### src/rtl/bcol_pkg.sv
package bcol_pkg;

    localparam int LOW_W = 3;

    typedef enum logic [1:0] {
        LEN_2  = 2'd0,
        LEN_4  = 2'd1,
        LEN_8  = 2'd2,
        LEN_8B = 2'd3
    } len_code_e;

    typedef enum logic {
        ORD_SEQ = 1'b0,
        ORD_XOR = 1'b1
    } order_e;

    typedef struct packed {
        logic [LOW_W-1:0] seed;
        logic [LOW_W-1:0] span;
        order_e           order;
    } low_req_t;

    function automatic logic [LOW_W-1:0] span_of(len_code_e code);
        logic [LOW_W-1:0] m;
        case (code)
            LEN_2:   m = 3'b001;
            LEN_4:   m = 3'b011;
            default: m = 3'b111;
        endcase
        return m;
    endfunction

endpackage

### src/rtl/bcol_capture.sv
module bcol_capture
    import bcol_pkg::*;
#(
    parameter int COL_W = 10,
    localparam int HI_W = COL_W - LOW_W
) (
    input  logic             clk,
    input  logic             rst,
    input  logic             load,
    input  logic [COL_W-1:0] col,
    input  logic [1:0]       len,
    input  logic             ilv,
    output logic [HI_W-1:0]  hi_q,
    output low_req_t         req_q
);

    always_ff @(posedge clk) begin
        if (rst) begin
            hi_q  <= '0;
            req_q <= '{seed: '0, span: 3'b001, order: ORD_SEQ};
        end else if (load) begin
            hi_q        <= col[COL_W-1:LOW_W];
            req_q.seed  <= col[LOW_W-1:0];
            req_q.span  <= span_of(len_code_e'(len));
            req_q.order <= order_e'(ilv);
        end
    end

endmodule

### src/rtl/bcol_beat_cnt.sv
module bcol_beat_cnt
    import bcol_pkg::*;
(
    input  logic             clk,
    input  logic             rst,
    input  logic             load,
    input  logic [LOW_W-1:0] span,
    output logic             busy,
    output logic [LOW_W-1:0] beat,
    output logic             final_beat
);

    assign final_beat = busy && (beat == span);

    always_ff @(posedge clk) begin
        if (rst) begin
            busy <= 1'b0;
            beat <= '0;
        end else if (load) begin
            busy <= 1'b1;
            beat <= '0;
        end else if (busy) begin
            if (final_beat) begin
                busy <= 1'b0;
                beat <= '0;
            end else begin
                beat <= beat + 1'b1;
            end
        end
    end

endmodule

### src/rtl/bcol_order.sv
module bcol_order
    import bcol_pkg::*;
(
    input  low_req_t         req,
    input  logic [LOW_W-1:0] beat,
    output logic [LOW_W-1:0] low
);

    logic [LOW_W-1:0] sum;

    assign sum = req.seed + beat;

    for (genvar b = 0; b < LOW_W; b++) begin : g_bit
        always_comb begin
            if (!req.span[b])
                low[b] = req.seed[b];
            else if (req.order == ORD_XOR)
                low[b] = req.seed[b] ^ beat[b];
            else
                low[b] = sum[b];
        end
    end

endmodule

### src/rtl/bcol_gen.sv
module bcol_gen
    import bcol_pkg::*;
#(
    parameter int COL_W = 10
) (
    input  logic             clk,
    input  logic             rst,
    input  logic             start_i,
    input  logic [COL_W-1:0] col_i,
    input  logic [1:0]       len_i,
    input  logic             ilv_i,
    output logic             beat_vld_o,
    output logic [COL_W-1:0] col_o,
    output logic             last_o
);

    localparam int HI_W = COL_W - LOW_W;

    logic             busy;
    logic             load;
    logic [LOW_W-1:0] beat;
    logic [LOW_W-1:0] low;
    logic [HI_W-1:0]  hi_q;
    low_req_t         req_q;
    logic             final_beat;

    assign load = start_i && !busy;

    bcol_capture #(.COL_W(COL_W)) u_capture (
        .clk   (clk),
        .rst   (rst),
        .load  (load),
        .col   (col_i),
        .len   (len_i),
        .ilv   (ilv_i),
        .hi_q  (hi_q),
        .req_q (req_q)
    );

    bcol_beat_cnt u_cnt (
        .clk        (clk),
        .rst        (rst),
        .load       (load),
        .span       (req_q.span),
        .busy       (busy),
        .beat       (beat),
        .final_beat (final_beat)
    );

    bcol_order u_order (
        .req  (req_q),
        .beat (beat),
        .low  (low)
    );

    assign beat_vld_o = busy;
    assign last_o     = final_beat;
    assign col_o      = busy ? {hi_q, low} : '0;

endmodule

### config.mk
export PLATFORM = sky130hd
export DESIGN_NAME = bcol_gen
export DESIGN_NICKNAME = d
export VERILOG_FILES = /design/src/rtl/bcol_pkg.sv /design/src/rtl/bcol_capture.sv /design/src/rtl/bcol_beat_cnt.sv /design/src/rtl/bcol_order.sv /design/src/rtl/bcol_gen.sv
export SDC_FILE = /design/constraint.sdc
export NUM_CORES = 1
export LEC_CHECK = 0
export CORE_UTILIZATION = 30
export DETAILED_ROUTE_END_ITERATION = 12
export SYNTH_ARGS = -nofsm -noshare
export SYNTH_HDL_FRONTEND = slang
export SYNTH_SLANG_ARGS = --single-unit
### constraint.sdc
create_clock -name clk -period 5.15 [get_ports clk]
set_input_delay 1.03 -clock clk [delete_from_list [all_inputs] [get_ports clk]]
set_output_delay 1.03 -clock clk [all_outputs]
set_load 0.02 [all_outputs]
==> impl_metrics.yaml, run 1 <==
critical_path:
  timing.rr.start: "u_cnt.busy"
  crit_path_end_kind: "output port"
  path_class: "reg2out"
  r2r.worst_path.cells: 3
  critPathArrivalTime_ps: 2630
  cp-start-kind: "flip-flop"
  critical_path_required_ps: 4120
  path_max_fanout: 6
  reg2reg_to: "u_capture.req_q[5]"
  rrSetupSlack_ps: 3630
synthesis:
  yosysTopAreaCell: "dfxtp_1"
  ys_top_cells_by_area: "dfxtp_1 39%, nand2_1 12%, a21oi_1 7.5%, and2_1 7.2%, ha_1 4.3%"
  synth_top_cells_by_count: "27 x nand2_1, 17 x dfxtp_1, 13 x a21oi_1"
  synthArstFlopShare_pct: 0
  syn_inst: 108
  ys_warn_count: 0
  yosysUniqueCellTypes: 28
  synth_seq_cells: 17
  syn-cell-area_um2: 868
  synth_edf_count: 0
  synth_seq_area_share_pct: 39.2
  synth-main-ff-cell: "dfxtp_1"
  synth_nets: 128
  synth_most_common_cell: "nand2_1"
  syn_avg_cell_area_um2: 8.04
  synth_top_area_share_pct: 39.2
floorplanning:
  start_util_pct: 31.5
  die_h_um: 55.8
  dieArea_mm2: 0.00311
  die_w_um: 55.8
  core_mm2: 0.00276
  rows: 19
  ioPinCount: 28
timing:
  clock.fmax_mhz: 274
  fin_skew_ps: 2.10
  setup-tns-final_ps: 0
  worst_pin_slew_ps: 703
  rsz0062_at_grt: "no"
  min_period_ps: 3660
  fin_crit_sh_pct: 71.0
  worst_slack_ps: 1490
  relSlewSlack_pct: 53.0
  whs_ps: 461
  hold_viol_final: 0
  finalSetupViolCount: 0
  slew_viol_final: 0
drt:
  drtIter0Drc: 6
  routed_wl_um: 1910
  vias: 789
  first_pass_iters: 4
  avgRoutedWirePerCell_um: 11.6
  viasPerCell: 4.81
  drc_errors: 0
  drt.antenna.violating_nets: 0
finish:
  seqCellArea_um2: 340
  postLayoutCellArea_mm2: 0.00117
  n_antenna_cell: 0
  drive_gt1_share_pct: 6.02
  fill_cells: 292
  area_growth_pct: 34.6
  final_nets: 154
  multi_input_area_um2: 478
clock_network:
  cts.root.buffer_cell: "clkbuf_4"
  cts_buffers: 3
  hold_buffers: 0
  post_cts_buffers: 0
  tritoncts: "yes"
  cts_buffer_depth: 2
  clock_latency_ps: 290
  clock-sinks: 17
  cts_resized: 0
  cts_htree_levels: 1
  path_clk_slew_ps: 100
hold_path:
  hold_class: "reg2reg"
  hold_path_end: "u_capture.hi_q[1]"
  hp-start: "u_capture.hi_q[1]"
  whs_path_depth: 2
global_route:
  grt_use_met2_pct: 23.8
  grt_max_degree: 23
  grt_pass1_vias: 786
  antenna_found_initial: 0
  grt_busiest_layer: "met2"
  grt_remaining_overflow: 0
  grt_pass1_wl_um: 3350
  grt_use_met1_pct: 15.4
  grt_usage_pct: 13.6
  met3_usage_pct: 3.26
placed_design:
  placed_cell_area_mm2: 0.00114
  pre_cts_ws_ps: 1800
  gp_congestion: 0.843
  dp_hpwl_um: 1320
  numPortBuffers: 27
power:
  ir_worst_vdd_v: 0.000120
  leakage_nw: 0.422
  p_per_area_mw_per_mm2: 232
outcome:
  status: "completed"
job:
  maxCapViolCount: 0
## per-layer routing
layer / vias to the layer above / share of wire (%)
met4: 0 / 1.7
met1: 366 / 43
met5: - / 0
met3: 3 / 5.4
li1: 400 / -
met2: 20 / 49
## layout by cell type (no fill, tap or decap)
cell	Yosys	routed
o21ai_2	1	1
and2_1	10	10
clkbuf_1	0	1
nand2b_2	1	1
and2b_4	1	1
or4_4	1	1
a211oi_2	1	1
nand2b_1	2	2
o21ai_0	2	2
a31oi_1	2	2
and3_1	1	1
o221a_1	1	1
xnor2_1	3	3
mux2i_1	1	1
dfxtp_1	17	17
fa_1	1	1
or3_1	1	1
clkbuf_4	0	3
a21oi_1	13	13
ha_1	3	3
nand2_1	27	27
inv_1	4	4
nor2_1	4	4
nand3b_1	1	1
clkdlybuf4s50_1	0	27
nor3_1	3	3
a21boi_1	1	1
## state kept, by name, summed over array words and instances, names as in the netlist
| register | cells |
|---|---|
| u_cnt.busy | 1 |
| u_cnt.beat | 3 |
| u_capture.hi_q | 7 |
| u_capture.req_q | 6 |
## worst max path at each step
stage,from,endpoint,slack [ps],cells after the start
floorplan,u_cnt.beat[0],col_o[2],2260,6
global placement,u_cnt.beat[0],col_o[2],1830,7
detailed placement,u_cnt.beat[0],col_o[2],1800,7
CTS,u_cnt.beat[0],col_o[2],1460,7
global route,u_cnt.beat[0],col_o[2],1360,7
finish,u_cnt.beat[0],col_o[2],1490,7
## power breakdown
group          internal, W  switching [W]  total [W]
Combinational    0.0000272      0.0000231  0.0000503
Clock            0.0000302      0.0000424  0.0000725
Sequential        0.000139     0.00000912   0.000148
Total             0.000196      0.0000746   0.000271
## metrics by stage
stage	cells	utilization, %	power, W
after floorplan	108	-	0.000179
after global placement	160	41.4	0.000201
after detailed placement	160	41.4	0.000202
after CTS	164	42.4	0.000276
after global routing	164	42.4	0.000289
final	164	42.4	0.000271
## worst max-delay path, cell delays in order (launching register included)
cell and delay (ps):
dfxtp_1 440, ha_1 170, inv_1 40, fa_1 360, or3_1 310, a21oi_1 180, mux2i_1 200, clkdlybuf4s50_1 620
## logic make-up after synthesis
logic type	count (synthesis)	share of synthesized area, %
AOI/OAI and AO/OA	21	14.7
DFF	17	39.2
muxes	1	1.15
and+or+nand+nor	52	29.5
adders and majority gates	4	6.63
xor gates and xnor gates	3	3.03
buffers and inverters	10	5.76
## area by class of cell
type	instances	area share, %
multi-input combinational	81	40.9
sequential	17	29.1
timing repair buffer	27	23.1
tap	31	3.32
clock buffer	4	2.25
inverter	4	1.28
(Power assumes the default switching activity.)
==> run 2, diff against run 1 <==
==> constraint.sdc (replaced) <==
create_clock -name clk -period 3.7 [get_ports clk]
set_input_delay 0.74 -clock clk [delete_from_list [all_inputs] [get_ports clk]]
set_output_delay 0.74 -clock clk [all_outputs]
set_load 0.02 [all_outputs]
==> results of run 2 <==
Same layout as run 1 (identical final DEF). Status: completed.
Main changes from that run: setup slack after placement 1800 ps -> 641 ps; setup slack after layout 1490 ps -> 334 ps; register-to-register setup slack 3630 ps -> 2180 ps; total power 0.000271 W -> 0.000377 W; worst IR drop on VDD 0.000120 V -> 0.000167 V
==> run 3, diff against run 2 <==
--- a/config.mk
+++ b/config.mk
@@ -5,6 +5,7 @@
 export SDC_FILE = /design/constraint.sdc
 export NUM_CORES = 1
 export LEC_CHECK = 0
+export CAP_MARGIN = 10
 export CORE_UTILIZATION = 30
 export DETAILED_ROUTE_END_ITERATION = 12
 export SYNTH_ARGS = -nofsm -noshare
==> results of run 3 <==
Same layout as run 1 (identical final DEF). Status: completed.
Main changes from that run: setup slack after placement 1800 ps -> 641 ps; setup slack after layout 1490 ps -> 334 ps; register-to-register setup slack 3630 ps -> 2180 ps; total power 0.000271 W -> 0.000377 W; worst IR drop on VDD 0.000120 V -> 0.000167 V
